<file path="src/rtl/zcm_pkg.sv">
package zcm_pkg;
   // sticky flag pair kept by every phase lane
   typedef struct packed {
      logic zc;
      logic tmo;
   } zcm_flags_t;

   // enable vector layout: timeout enables low, crossing enables high
   function automatic int unsigned tmo_en_bit(input int unsigned ph);
      return ph;
   endfunction

   function automatic int unsigned zc_en_bit(input int unsigned ph, input int unsigned nph);
      return nph + ph;
   endfunction
endpackage

</file>
<file path="src/rtl/zcm_prescaler.sv">
module zcm_prescaler #(
   parameter int unsigned PRESCALE = 384
) (
   input  logic clk,
   input  logic rst_n,
   output logic tick
);
   localparam int unsigned PW   = (PRESCALE > 1) ? $clog2(PRESCALE) : 1;
   localparam logic [PW-1:0] LAST = PW'(PRESCALE - 1);

   logic [PW-1:0] div_q;

   generate
      if (PRESCALE < 2) begin : g_bad_prescale
         $error("zcm_prescaler: PRESCALE must be at least 2");
      end
   endgenerate

   always_ff @(posedge clk or negedge rst_n) begin
      if (!rst_n)              div_q <= '0;
      else if (div_q == LAST)  div_q <= '0;
      else                     div_q <= div_q + 1'b1;
   end

   assign tick = (div_q == LAST);

   // ticks are never back to back
   a_r10_tick_gap: assert property (@(posedge clk) disable iff (!rst_n)
      tick |=> !tick);
   // the divider never leaves its range
   a_r10_div_range: assert property (@(posedge clk) disable iff (!rst_n)
      div_q <= LAST);
endmodule

</file>
<file path="src/rtl/zcm_phase_lane.sv">
module zcm_phase_lane
   import zcm_pkg::*;
#(
   parameter int unsigned SAMPLE_W = 16,
   parameter int unsigned TMO_W    = 16
) (
   input  logic                clk,
   input  logic                rst_n,
   input  logic                tick,
   input  logic                sample_vld,
   input  logic [SAMPLE_W-1:0] sample,
   input  logic                sel,
   input  logic [TMO_W-1:0]    tmo_reload,
   input  logic                stat_clr,
   output zcm_flags_t          flags
);
   localparam logic [TMO_W-1:0] CNT_INIT = '1;
   localparam logic [TMO_W-1:0] CNT_ONE  = TMO_W'(1);

   logic             prev_neg_q;
   logic [TMO_W-1:0] cnt_q;
   logic             zc_q;
   logic             tmo_q;
   logic             cur_neg;
   logic             xing;
   logic             expire;

   generate
      if (SAMPLE_W < 2) begin : g_bad_sw
         $error("zcm_phase_lane: SAMPLE_W must be at least 2");
      end
      if (TMO_W < 2) begin : g_bad_tw
         $error("zcm_phase_lane: TMO_W must be at least 2");
      end
   endgenerate

   assign cur_neg = sample[SAMPLE_W-1];
   assign xing    = sample_vld && sel && prev_neg_q && !cur_neg;
   assign expire  = sel && !xing && tick && (cnt_q == CNT_ONE);

   // sign history follows every valid sample, selected or not
   always_ff @(posedge clk or negedge rst_n) begin
      if (!rst_n)          prev_neg_q <= 1'b0;
      else if (sample_vld) prev_neg_q <= cur_neg;
   end

   // watchdog: parked on reload while out of service, held at zero once expired
   always_ff @(posedge clk or negedge rst_n) begin
      if (!rst_n)                      cnt_q <= CNT_INIT;
      else if (!sel || xing)           cnt_q <= tmo_reload;
      else if (tick && cnt_q != '0)    cnt_q <= cnt_q - 1'b1;
   end

   // sticky flags, a fresh event beats the clear
   always_ff @(posedge clk or negedge rst_n) begin
      if (!rst_n) begin
         zc_q  <= 1'b0;
         tmo_q <= 1'b0;
      end else begin
         if (xing)          zc_q <= 1'b1;
         else if (stat_clr) zc_q <= 1'b0;
         if (expire)        tmo_q <= 1'b1;
         else if (stat_clr) tmo_q <= 1'b0;
      end
   end

   assign flags.zc  = zc_q;
   assign flags.tmo = tmo_q | ~sel;

   // a timeout only rises when the counter has reached zero
   a_r4_tmo_at_zero: assert property (@(posedge clk) disable iff (!rst_n)
      $rose(tmo_q) |-> (cnt_q == '0));
   // a counter parked at zero leaves zero only through a reload
   a_r5_hold_zero: assert property (@(posedge clk) disable iff (!rst_n)
      (sel && cnt_q == '0) |=> (cnt_q == '0 || cnt_q == $past(tmo_reload)));
   // a crossing leaves the counter holding the reload value
   a_r6_reload: assert property (@(posedge clk) disable iff (!rst_n)
      xing |=> (cnt_q == $past(tmo_reload)));
   // a clear with no coincident event empties both sticky bits
   a_r7_clear: assert property (@(posedge clk) disable iff (!rst_n)
      (stat_clr && !xing && !expire) |=> (!zc_q && !tmo_q));
   // no crossing is recorded while out of service
   a_r3_desel_quiet: assert property (@(posedge clk) disable iff (!rst_n)
      (!sel && !zc_q) |=> !zc_q);
endmodule

</file>
<file path="src/rtl/zcm_irq_merge.sv">
module zcm_irq_merge
   import zcm_pkg::*;
#(
   parameter int unsigned NUM_PHASE = 3
) (
   input  logic                   clk,
   input  logic                   rst_n,
   input  logic [NUM_PHASE-1:0]   zc_vec,
   input  logic [NUM_PHASE-1:0]   tmo_vec,
   input  logic [2*NUM_PHASE-1:0] irq_en,
   output logic                   irq_n
);
   logic [2*NUM_PHASE-1:0] src;

   generate
      for (genvar k = 0; k < NUM_PHASE; k++) begin : g_src
         assign src[tmo_en_bit(k)]           = tmo_vec[k];
         assign src[zc_en_bit(k, NUM_PHASE)] = zc_vec[k];
      end
   endgenerate

   assign irq_n = ~|(src & irq_en);

   // with every enable low the request stays inactive
   a_r8_irq_quiet: assert property (@(posedge clk) disable iff (!rst_n)
      (irq_en == '0) |-> irq_n);
   // with no flag raised the request stays inactive
   a_r8_irq_noflag: assert property (@(posedge clk) disable iff (!rst_n)
      (zc_vec == '0 && tmo_vec == '0) |-> irq_n);
endmodule

</file>
<file path="src/rtl/zc_timeout_monitor.sv">
module zc_timeout_monitor
   import zcm_pkg::*;
#(
   parameter int unsigned NUM_PHASE = 3,
   parameter int unsigned SAMPLE_W  = 16,
   parameter int unsigned TMO_W     = 16,
   parameter int unsigned PRESCALE  = 384
) (
   input  logic                            clk,
   input  logic                            rst_n,
   input  logic                            sample_vld,
   input  logic [NUM_PHASE*SAMPLE_W-1:0]   sample_bus,
   input  logic [NUM_PHASE-1:0]            phase_sel,
   input  logic [TMO_W-1:0]                tmo_reload,
   input  logic [2*NUM_PHASE-1:0]          irq_en,
   input  logic                            stat_clr,
   output logic [NUM_PHASE-1:0]            zc_flag,
   output logic [NUM_PHASE-1:0]            tmo_flag,
   output logic                            irq_n
);
   logic       tick;
   zcm_flags_t lane_flags [NUM_PHASE];

   generate
      if (NUM_PHASE < 1) begin : g_bad_nph
         $error("zc_timeout_monitor: NUM_PHASE must be at least 1");
      end
   endgenerate

   zcm_prescaler #(.PRESCALE(PRESCALE)) u_presc (
      .clk   (clk),
      .rst_n (rst_n),
      .tick  (tick)
   );

   generate
      for (genvar p = 0; p < NUM_PHASE; p++) begin : g_lane
         zcm_phase_lane #(.SAMPLE_W(SAMPLE_W), .TMO_W(TMO_W)) u_lane (
            .clk        (clk),
            .rst_n      (rst_n),
            .tick       (tick),
            .sample_vld (sample_vld),
            .sample     (sample_bus[p*SAMPLE_W +: SAMPLE_W]),
            .sel        (phase_sel[p]),
            .tmo_reload (tmo_reload),
            .stat_clr   (stat_clr),
            .flags      (lane_flags[p])
         );
         assign zc_flag[p]  = lane_flags[p].zc;
         assign tmo_flag[p] = lane_flags[p].tmo;
      end
   endgenerate

   zcm_irq_merge #(.NUM_PHASE(NUM_PHASE)) u_irq (
      .clk     (clk),
      .rst_n   (rst_n),
      .zc_vec  (zc_flag),
      .tmo_vec (tmo_flag),
      .irq_en  (irq_en),
      .irq_n   (irq_n)
   );

   // an out-of-service phase always reports a timeout
   a_r3_desel_tmo: assert property (@(posedge clk) disable iff (!rst_n)
      (phase_sel == '0) |-> (tmo_flag == '1));
endmodule

</file>
<file path="config.mk">
export PLATFORM = sky130hd
export DESIGN_NAME = zc_timeout_monitor
export DESIGN_NICKNAME = d
export VERILOG_FILES = /design/src/rtl/zcm_pkg.sv /design/src/rtl/zcm_prescaler.sv /design/src/rtl/zcm_phase_lane.sv /design/src/rtl/zcm_irq_merge.sv /design/src/rtl/zc_timeout_monitor.sv
export SDC_FILE = /design/constraint.sdc
export NUM_CORES = 1
export LEC_CHECK = 0
export ABC_AREA = 1
export BUFFER_PORTS_ARGS = -buffer_cell sky130_fd_sc_hd__buf_2
export CORE_MARGIN = 1
export CORE_UTILIZATION = 45
export CTS_CLUSTER_SIZE = 10
export DETAILED_ROUTE_END_ITERATION = 8
export PLACE_DENSITY = 0.7
export SYNTH_ARGS = -nofsm -noshare
export SYNTH_HDL_FRONTEND = slang
export SYNTH_SLANG_ARGS = --single-unit
</file>
<file path="constraint.sdc">
create_clock -name clk -period 3.6 [get_ports clk]
set_input_delay 0.72 -clock clk [delete_from_list [all_inputs] [get_ports clk]]
set_output_delay 0.72 -clock clk [all_outputs]
set_load 0.1 [all_outputs]
</file>
== Word-level counts from Yosys, hierarchy flattened ==
Cells that the tools add are included.

* $add $sub $neg: 4
* Equal/unequal tests: 4
* Multiplexer cells: 14
* Bitwise gates (word level): 7
* Reduce and logical (&&, ||, !) cells: 47

{| class="wikitable"
|+ Operators with widths
! kind !! count
|-
| $mux W16 || 6
|-
| $eq A16 B1 Y1 const B || 3
|-
| $reduce_bool A16 Y1 || 3
|-
| $sub A16 B1 Y16 const B || 3
|-
| $logic_and A1 B1 Y1 || 21
|-
| $reduce_bool A2 Y1 || 9
|-
| $logic_not A1 Y1 || 10
|-
| $add A9 B1 Y9 const B || 1
|-
| $eq A9 B9 Y1 const B || 1
|-
| $mux W9 || 1
|-
| $mux W1 || 7
|-
| $and A6 B6 Y6 || 1
|-
| $reduce_or A6 Y1 || 1
|-
| $logic_or A1 B1 Y1 || 3
|-
| $not A1 Y1 || 3
|-
| $or A1 B1 Y1 || 3
|}

* Register bits after elaboration: 66
* Input port bits: 77
* Output and inout port bits: 7

== Logic depth before layout (Yosys ltp) ==
Gate-level depths: netlist (run 1).

* Depth in word-level cells: 8
* Gate-level depth with buffers: 12
* Mapped depth without buffers: 11

== By module ==
A second synthesis (run 1) with hierarchy kept.

* Cell total of the unflattened synthesis: 685
* Area, all modules: 4,730.8 um^2

{| class="wikitable"
|+ By module, submodules not included
! module !! times used !! cells an instance !! area an instance (um^2)
|-
| zcm_phase_lane || 3 || 207 || 1,408.9
|-
| zcm_prescaler || 1 || 51 || 452.9
|-
| zcm_irq_merge || 1 || 13 || 51.3
|}

== Worst setup path before layout (run 1) ==
No wires, ideal clock.

* Path kind: input to output
* Start: input port phase_sel[1]
* End: output port irq_n
* Arrival: 3.903 ns
* Data required time: 2.880 ns
* Slack: -1.023 ns
* Stages: 3
* Buffers on the path: 0
* Cell sequence: nand2_1 > a22o_1 > a211oi_1

* Longest elaborated chain between the ends: 5

{| class="wikitable"
|+ RTL lines
! what !! RTL line !! text
|-
| from (decl) || zc_timeout_monitor.sv:13 || <nowiki>input logic [NUM_PHASE-1:0] phase_sel,</nowiki>
|-
| $not A1 Y1 || zcm_phase_lane.sv:68 || <nowiki>assign flags.tmo = tmo_q | ~sel;</nowiki>
|-
| $or A1 B1 Y1 || zcm_phase_lane.sv:68 ||
|-
| $and A6 B6 Y6 || zcm_irq_merge.sv:22 || <nowiki>assign irq_n = ~|(src & irq_en);</nowiki>
|-
| $reduce_or A6 Y1 || zcm_irq_merge.sv:22 ||
|-
| $logic_not A1 Y1 || zcm_irq_merge.sv:22 ||
|-
| to (decl) || zc_timeout_monitor.sv:19 || <nowiki>output logic irq_n</nowiki>
|}

No other way between the ends.

== Final worst setup path (run 1) ==
* Start: register g_lane[2].u_lane.cnt_q[0]
* End: register g_lane[2].u_lane.cnt_q[3]

* Longest elaborated chain between the ends: 3

{| class="wikitable"
|+ RTL lines
! what !! RTL line !! text
|-
| from (decl) || zcm_phase_lane.sv:21 || <nowiki>logic [TMO_W-1:0] cnt_q;</nowiki>
|-
| from (signal assigned) || zcm_phase_lane.sv:50 || <nowiki>else if (!sel || xing) cnt_q <= tmo_reload;</nowiki>
|-
| from (signal assigned) || zcm_phase_lane.sv:51 || <nowiki>else if (tick && cnt_q != '0) cnt_q <= cnt_q - 1'b1;</nowiki>
|-
| $sub A16 B1 Y16 / $reduce_bool A16 Y1 (equally long branches) || zcm_phase_lane.sv:51 ||
|-
| $mux W16 / $logic_and A1 B1 Y1 (equally long branches) || zcm_phase_lane.sv:51 ||
|-
| $mux W16 / $reduce_bool A2 Y1 (equally long branches) || - ||
|}

Several ways; a longest one is shown, not always the timed one. The select of a mux whose other input is x is not followed.
A chain may end at the register's enable or synchronous reset.

==> metrics.md, run 1 <==
| Metric | Value |
|---|---|
| Die Y | `103 microns` |
| Antenna diodes | `0` |
| Setup ws final | `1040 ps` |
| Die width | `103 microns` |
| Register area | `1710 sq um` |
| RSZ-0062 raised after global routing | `false` |
| Htree depth | `3` |
| DR pass1 iterations | `5` |
| Clk_lat worst skew | `360 ps` |
| Final Critical Period | `2560 ps` |
| Synthesized area per cell | `6.51 sq um` |
| Worst VDD drop | `0.000217 V` |
| Worst R2R End | `g_lane[2].u_lane.cnt_q[3]` |
| Most common cell on crit path | `nand2_1` |
| Setup CP Type | `reg -> reg` |
| Routed vias/inst | `5.17` |
| Hold Vio Cnt, Final | `0` |
| Synthesized area | `4620 sq um` |
| PostCTS Resize Cnt | `0` |
| Largest net degree at the start of global routing | `39` |
| CTS tree | `yes` |
| Top delay family on crit path | `simple AND/OR/NAND/NOR gates` |
| Lkg Pwr | `2.58 nW` |
| Clk buf depth | `2` |
| CP bufs+invs | `1` |
| PortBufs | `38` |
| CP Launch Type | `flip-flop` |
| # rows | `36` |
| Total gr overflow | `0` |
| Die area | `10700 sq um` |
| Tightest Pin Transition | `878 ps` |
| Number of flops mapped to enable cells by yosys | `0` |
| Setup TNS | `0 ps` |
| Area leader, netlist | `dfstp_2` |
| Via count | `4552` |
| Final GP Congestion | `0.936` |
| Initial antenna violation count | `0` |
| CTS buffer count | `9` |
| Top FF cell, synth | `dfstp_2` |
| Syn nets | `794` |
| CP endpoint kind | `flip-flop` |
| Starting density of the core | `46.8%` |
| Post-Synthesis Cells | `710` |
| CTS Hold Bufs | `0` |
| # setup viols final | `0` |
| Top Ports | `84` |
| Worst hold path class | `in -> async` |
| Routed wire length | `12000 microns` |
| Share of post-route cells with drive strength above 1 | `17.9%` |
| Sequential element share of the synthesized area | `37.0%` |
| Wire length per cell | `13.6 microns` |
| Syn-to-layout area delta | `9.69%` |
| Crit path max fanout | `21` |
| Layout fillers | `1025` |
| Slew headroom | `41.5%` |
| Yosys reg bits | `66` |
| Max-cap violation count | `0` |
| Routed Antenna Nets | `0` |
| Fin cells | `880` |
| Top cell type's share of synthesized area | `27.3%` |
| FF-to-FF Start | `g_lane[2].u_lane.cnt_q[0]` |
| Commonest cells in the netlist | `254 x nand2_1, 94 x nand3_1, 84 x nor2_1` |
| Top post-synthesis cells by area | `dfstp_2 27%, nand2_1 21%, nand3_1 10%` |
| Dpl ws | `897 ps` |
| HPWL after DPL | `8570 microns` |
| Worst r2r path cells | `8` |
| Clock slew at reported path FFs | `80 ps` |
| Pwr Density | `431 nW/um^2` |
| CP arrival | `2830 ps` |
| Critical Path RT | `3870 ps` |
| Crit-path max cell delay | `540 ps` |
| CTS Sinks | `66` |
| Vias in the first global route | `4465` |
| Worst R2R Setup Slack | `1040 ps` |
| Post-synth cell types | `34` |
| Nets | `826` |
| Post-CTS setup-driven buffer insertion count | `0` |
| Asr flop ratio synth | `100%` |
| Ys Warns | `0` |
| CP max stage cell | `nand2_1` |
| Drt initial violations | `192` |
| First-pass GRT wire length | `20400 microns` |
| Slew Limit Fails | `0` |
| Tot GR Track Use | `25.2%` |
| CP Cell Sequence | `inv_1 > ha_1 > nand3_1 > nor2_2 > nand2_1 > nand2_1 > nand2_1 > o21ai_0` |
| Inst Count DP | `864` |
| Fmax | `0.391 GHz` |
| Status | `complete, no violations` |
| Root Driver | `clkbuf_8` |
| Final worst path period share | `71.0%` |
| Multi-input logic area | `2510 sq um` |
| Most numerous cell in the Yosys netlist | `nand2_1` |
| Layout Skew | `9.57 ps` |
| Core Region | `9860 sq um` |
| DRC viols | `0` |
-- power by group --
group	switching [mW]	leakage (nW)	internal, mW
clock network	0.335	0.0864	0.255
registers	0.106	0.732	0.893
logic	0.403	1.76	0.194
total	0.844	2.58	1.34
-- layout make-up --
type	count	area share, %
inverters	75	5.55
flip-flops and latches	66	33.8
multi-input cells	547	49.4
well taps	133	3.28
repair buffers	43	4.49
clock inverters	7	1.01
clock buffers	9	2.44
-- through the flow --
stage | util (%) | hold WS, ps | area, sq um | power (mW)
floorplan | - | 424 | 4630 | 1.45
global placement | 49.6 | 472 | 4890 | 1.58
detailed placement | 49.6 | 482 | 4890 | 1.60
CTS | 51.4 | 498 | 5070 | 2.20
global route | 51.4 | 533 | 5070 | 2.34
finish | 51.4 | 483 | 5070 | 2.19
-- metal layers --
metal  vias to the layer above  GRT usage (%)  wire length, microns
li1                       2308              -                     -
met1                      2116           31.7                  5490
met2                       105           42.5                  5610
met3                        23           4.70                   554
met4                         0           10.6                   301
met5                         -              0                     0
-- cell families after synthesis --
kind of cell	Yosys count	share of synthesized area [%]
buf+inv	97	8.99
simple gates	469	43.3
xor+xnor	6	1.14
flops	66	37.0
fa+ha+maj	7	1.90
compound gates	65	7.66
-- flip-flops by register name (all words and copies together), names as in the netlist --
signal,cells
g_lane.u_lane.prev_neg_q,3
g_lane.u_lane.cnt_q,48
g_lane.u_lane.tmo_q,3
g_lane.u_lane.zc_q,3
u_presc.div_q,9
-- worst max-delay path by stage --
stage / start / to / slack [ps] / cells after the start
detailed placement: sample_vld / g_lane[2].u_lane.cnt_q[3] / 900 / 7
floorplan: phase_sel[1] / irq_n / 340 / 3
global placement: sample_vld / g_lane[2].u_lane.cnt_q[3] / 990 / 7
CTS: g_lane[2].u_lane.cnt_q[0] / g_lane[2].u_lane.cnt_q[3] / 1040 / 8
finish: g_lane[2].u_lane.cnt_q[0] / g_lane[2].u_lane.cnt_q[3] / 1040 / 8
global route: g_lane[2].u_lane.cnt_q[0] / g_lane[2].u_lane.cnt_q[3] / 710 / 8
-- placed cells by master, fill, tap and decap left out, types with 3 or more instances in the layout --
master / count
nand2_2: 10
nor2_1: 84
nor2_2: 5
nand4_1: 7
clkbuf_8: 9
nand2_1: 254
dfstp_2: 48
dfrtp_1: 18
buf_2: 38
a21oi_1: 9
ha_1: 7
xor2_1: 6
inv_1: 74
nor3_1: 4
nand3_1: 94
inv_6: 3
o21ai_1: 4
buf_4: 5
o21ai_0: 45
No activity file was read; power rests on OpenSTA's default activity.
==> run 2: changes to the inputs <==
--- a/config.mk
+++ b/config.mk
@@ -5,13 +5,13 @@
 export SDC_FILE = /design/constraint.sdc
 export NUM_CORES = 1
 export LEC_CHECK = 0
-export ABC_AREA = 1
+export ABC_AREA = 0
 export BUFFER_PORTS_ARGS = -buffer_cell sky130_fd_sc_hd__buf_2
 export CORE_MARGIN = 1
 export CORE_UTILIZATION = 45
 export CTS_CLUSTER_SIZE = 10
 export DETAILED_ROUTE_END_ITERATION = 8
-export PLACE_DENSITY = 0.7
+export PLACE_DENSITY = 0.73
 export SYNTH_ARGS = -nofsm -noshare
 export SYNTH_HDL_FRONTEND = slang
 export SYNTH_SLANG_ARGS = --single-unit
==> constraint.sdc (replaced) <==
create_clock -name clk -period 2.17 [get_ports clk]
set_input_delay 0.434 -clock clk [delete_from_list [all_inputs] [get_ports clk]]
set_output_delay 0.434 -clock clk [all_outputs]
set_load 0.1 [all_outputs]
==> metrics.md, run 2 <==
| Metric | Value |
|---|---|
| Via count | `4028` |
| Worst VDD drop | `0.000254 V` |
| Most frequent cells in the layout | `54 x nor2_1, 48 x dfstp_2, 42 x buf_4` |
| Final worst path period share | `98.0%` |
| First-pass GRT wire length | `19400 microns` |
| Initial antenna violation count | `0` |
| Clk_lat worst skew | `350 ps` |
| Pwr Density | `605 nW/um^2` |
| Design area | `4980 sq um` |
| Dpl cell area | `4630 sq um` |
| Share of post-route cells with drive strength above 1 | `37.0%` |
| Top Registers | `g_lane.u_lane.cnt_q x48, u_presc.div_q x9` |
| Most numerous cell in the Yosys netlist | `nor2_1` |
| Largest register by flop count | `g_lane.u_lane.cnt_q` |
| Final hold slack | `199 ps` |
| Yosys reg bits | `66` |
| Total gr overflow | `0` |
| Wire length per cell | `18.9 microns` |
| Lkg Pwr | `1.85 nW` |
| Drt initial violations | `266` |
| Setup TNS | `0 ps` |
| Largest net degree at the start of global routing | `34` |
| DR pass1 iterations | `7` |
| Failing checks | `design-rule violations` |
| Crit path max fanout | `5` |
| Int Pwr | `2.07 mW` |
| Post-Synthesis Cells | `444` |
| Critical Path RT | `2450 ps` |
| Ys Warns | `0` |
| Die Y | `97.6 microns` |
| Clock network power share | `30.8%` |
| Syn nets | `528` |
| CP Launch Type | `flip-flop` |
| Antenna diodes | `0` |
| HPWL after DPL | `8330 microns` |
| Commonest cells in the netlist | `54 x nor2_1, 48 x dfstp_2, 43 x a31oi_1` |
| P_sw | `943 uW` |
| Layout Skew | `11.9 ps` |
| Synthesized area per cell | `9.27 sq um` |
| Die area | `9530 sq um` |
| Area leader, netlist | `dfstp_2` |
| Asr flop ratio synth | `100%` |
| Routed Antenna Nets | `0` |
| Final GP Congestion | `0.897` |
| Routed vias/inst | `6.42` |
| Synthesized area | `4110 sq um` |
| Nets | `598` |
| Slew Limit Fails | `0` |
| Htree depth | `3` |
| Combinational Power Share | `17.9%` |
| Slew headroom | `53.9%` |
| CTS tree | `yes` |
| CTS buffer count | `9` |
| Vias in the first global route | `3849` |
| Tightest Pin Transition | `686 ps` |
| Max-cap violation count | `0` |
| Root Driver | `clkbuf_8` |
| # setup viols final | `0` |
| Top post-synthesis cells by area | `dfstp_2 31%, dfrtp_1 11%, a31oi_1 6.5%` |
| Tot GR Track Use | `25.5%` |
| Number of flops mapped to enable cells by yosys | `0` |
| Core Region | `8810 sq um` |
| Most common cell after layout, fill and taps aside | `nor2_1` |
| Switching share of power | `31.3%` |
| Fmax | `0.470 GHz` |
| Fin cells | `627` |
| DRC viols | `2` |
| RSZ-0062 raised after global routing | `true` |
| PortBufs | `38` |
| CTS Sinks | `66` |
| Post-synth cell types | `58` |
| Hold Vio Cnt, Final | `0` |
| Setup CP Type | `reg -> reg` |
| Top cell type's share of synthesized area | `30.7%` |
| Starting density of the core | `46.7%` |
| Worst hold path class | `in -> async` |
| # rows | `34` |
| Final Critical Period | `2130 ps` |
| CTS Hold Bufs | `0` |
| CP endpoint kind | `flip-flop` |
| Clk buf depth | `2` |
| Top Ports | `84` |
| Sequential element share of the synthesized area | `41.6%` |
| Clock slew at reported path FFs | `80 ps` |
| Routed wire length | `11800 microns` |
| Syn-to-layout area delta | `21.1%` |
| Status | `finished, violations left` |
| Flop pwr share | `51.2%` |
| Die width | `97.6 microns` |
| Largest register FFs | `48` |
| Top FF cell, synth | `dfstp_2` |
| Inst Count DP | `602` |
| CP arrival | `2400 ps` |
-- run 2: cell count changes in the layout (fill, tap and decap cells not counted), sizes merged, moves of 8 or more --
| cell | before | now |
|---|---|---|
| nand2 | 265 | 23 |
| nand3 | 96 | 10 |
| inv | 78 | 14 |
| a31oi | 0 | 43 |
| buf | 43 | 83 |
| nor2 | 91 | 54 |
| or4 | 0 | 34 |
| o21ai | 50 | 19 |
| o31ai | 0 | 22 |
| or3 | 0 | 17 |
| nor4 | 0 | 11 |
| o41ai | 0 | 8 |
-- run 2: kinds of logic after synthesis --
group	after synthesis	synth area share, %
DFF	66	41.6
and+or+nand+nor	215	31.5
AOI/OAI and AO/OA	110	18.2
buffers and inverters	38	4.65
xor gates and xnor gates	4	0.852
muxes	4	1.09
adders and majority gates	7	2.13
-- run 2: area by class of cell --
class	instances	area, sq um
clock inverters	3	17.5
repair buffers	83	572
fillers	778	3820
clock buffers	13	149
multi-input cells	340	2340
inverters	14	52.6
well taps	108	135
flip-flops and latches	66	1710
-- run 2: worst paths after layout --
check	to	cells after the start	slack, ps	from
max	g_lane[1].u_lane.cnt_q[10]	6	40	g_lane[1].u_lane.cnt_q[1]
min	g_lane[2].u_lane.cnt_q[8]	1	200	rst_n
max reg2reg	g_lane[1].u_lane.cnt_q[10]	6	40	g_lane[1].u_lane.cnt_q[1]
min reg2reg	u_presc.div_q[0]	1	460	u_presc.div_q[0]
max in group asynchronous	g_lane[0].u_lane.cnt_q[12]	2	1550	rst_n
min in group clk	g_lane[0].u_lane.prev_neg_q	2	330	sample_bus[15]
-- run 2: per-layer routing --
metal / track usage [%] / wire length (microns) / vias to the layer above
li1: - / - / 1874
met1: 33.8 / 5160 / 1986
met2: 42.2 / 5700 / 140
met3: 4.03 / 664 / 28
met4: 9.09 / 320 / 0
met5: 0 / 0 / -
-- run 2: worst max-delay path: stages, from the launching register on --
cell     delay, ps
dfstp_2        380
inv_2           80
ha_4           130
or3b_4         420
or4_4          440
or4_4          440
a31oi_4        170
-- run 2: power groups by stage --
stage	clock network [mW]	logic, mW	registers, mW
after global placement	0	0.484	1.54
after CTS	0.942	0.507	1.53
after floorplan	0	0.327	1.51
final	0.929	0.541	1.54
after global routing	1.00	0.594	1.56
after detailed placement	0	0.502	1.55
-- run 2: what timing repair did --
action                                 4_1_cts  5_1_grt
pin swaps                                    2        8
endpoints found under the hold margin        0        0
resized for setup                            3       24
gates cloned                                 0        0
setup buffers                                1        8
setup endpoints to repair                    4       23
-- run 2: stage by stage --
stage / total power, mW / utilization (%) / worst slack [ps]
final: 3.01 / 56.6 / 43.9
after global routing: 3.16 / 56.6 / -15.5
after CTS: 2.98 / 54.7 / 23.4
after detailed placement: 2.05 / 52.5 / -48.4
after global placement: 2.02 / 52.5 / 15.7
after floorplan: 1.84 / - / 3.40
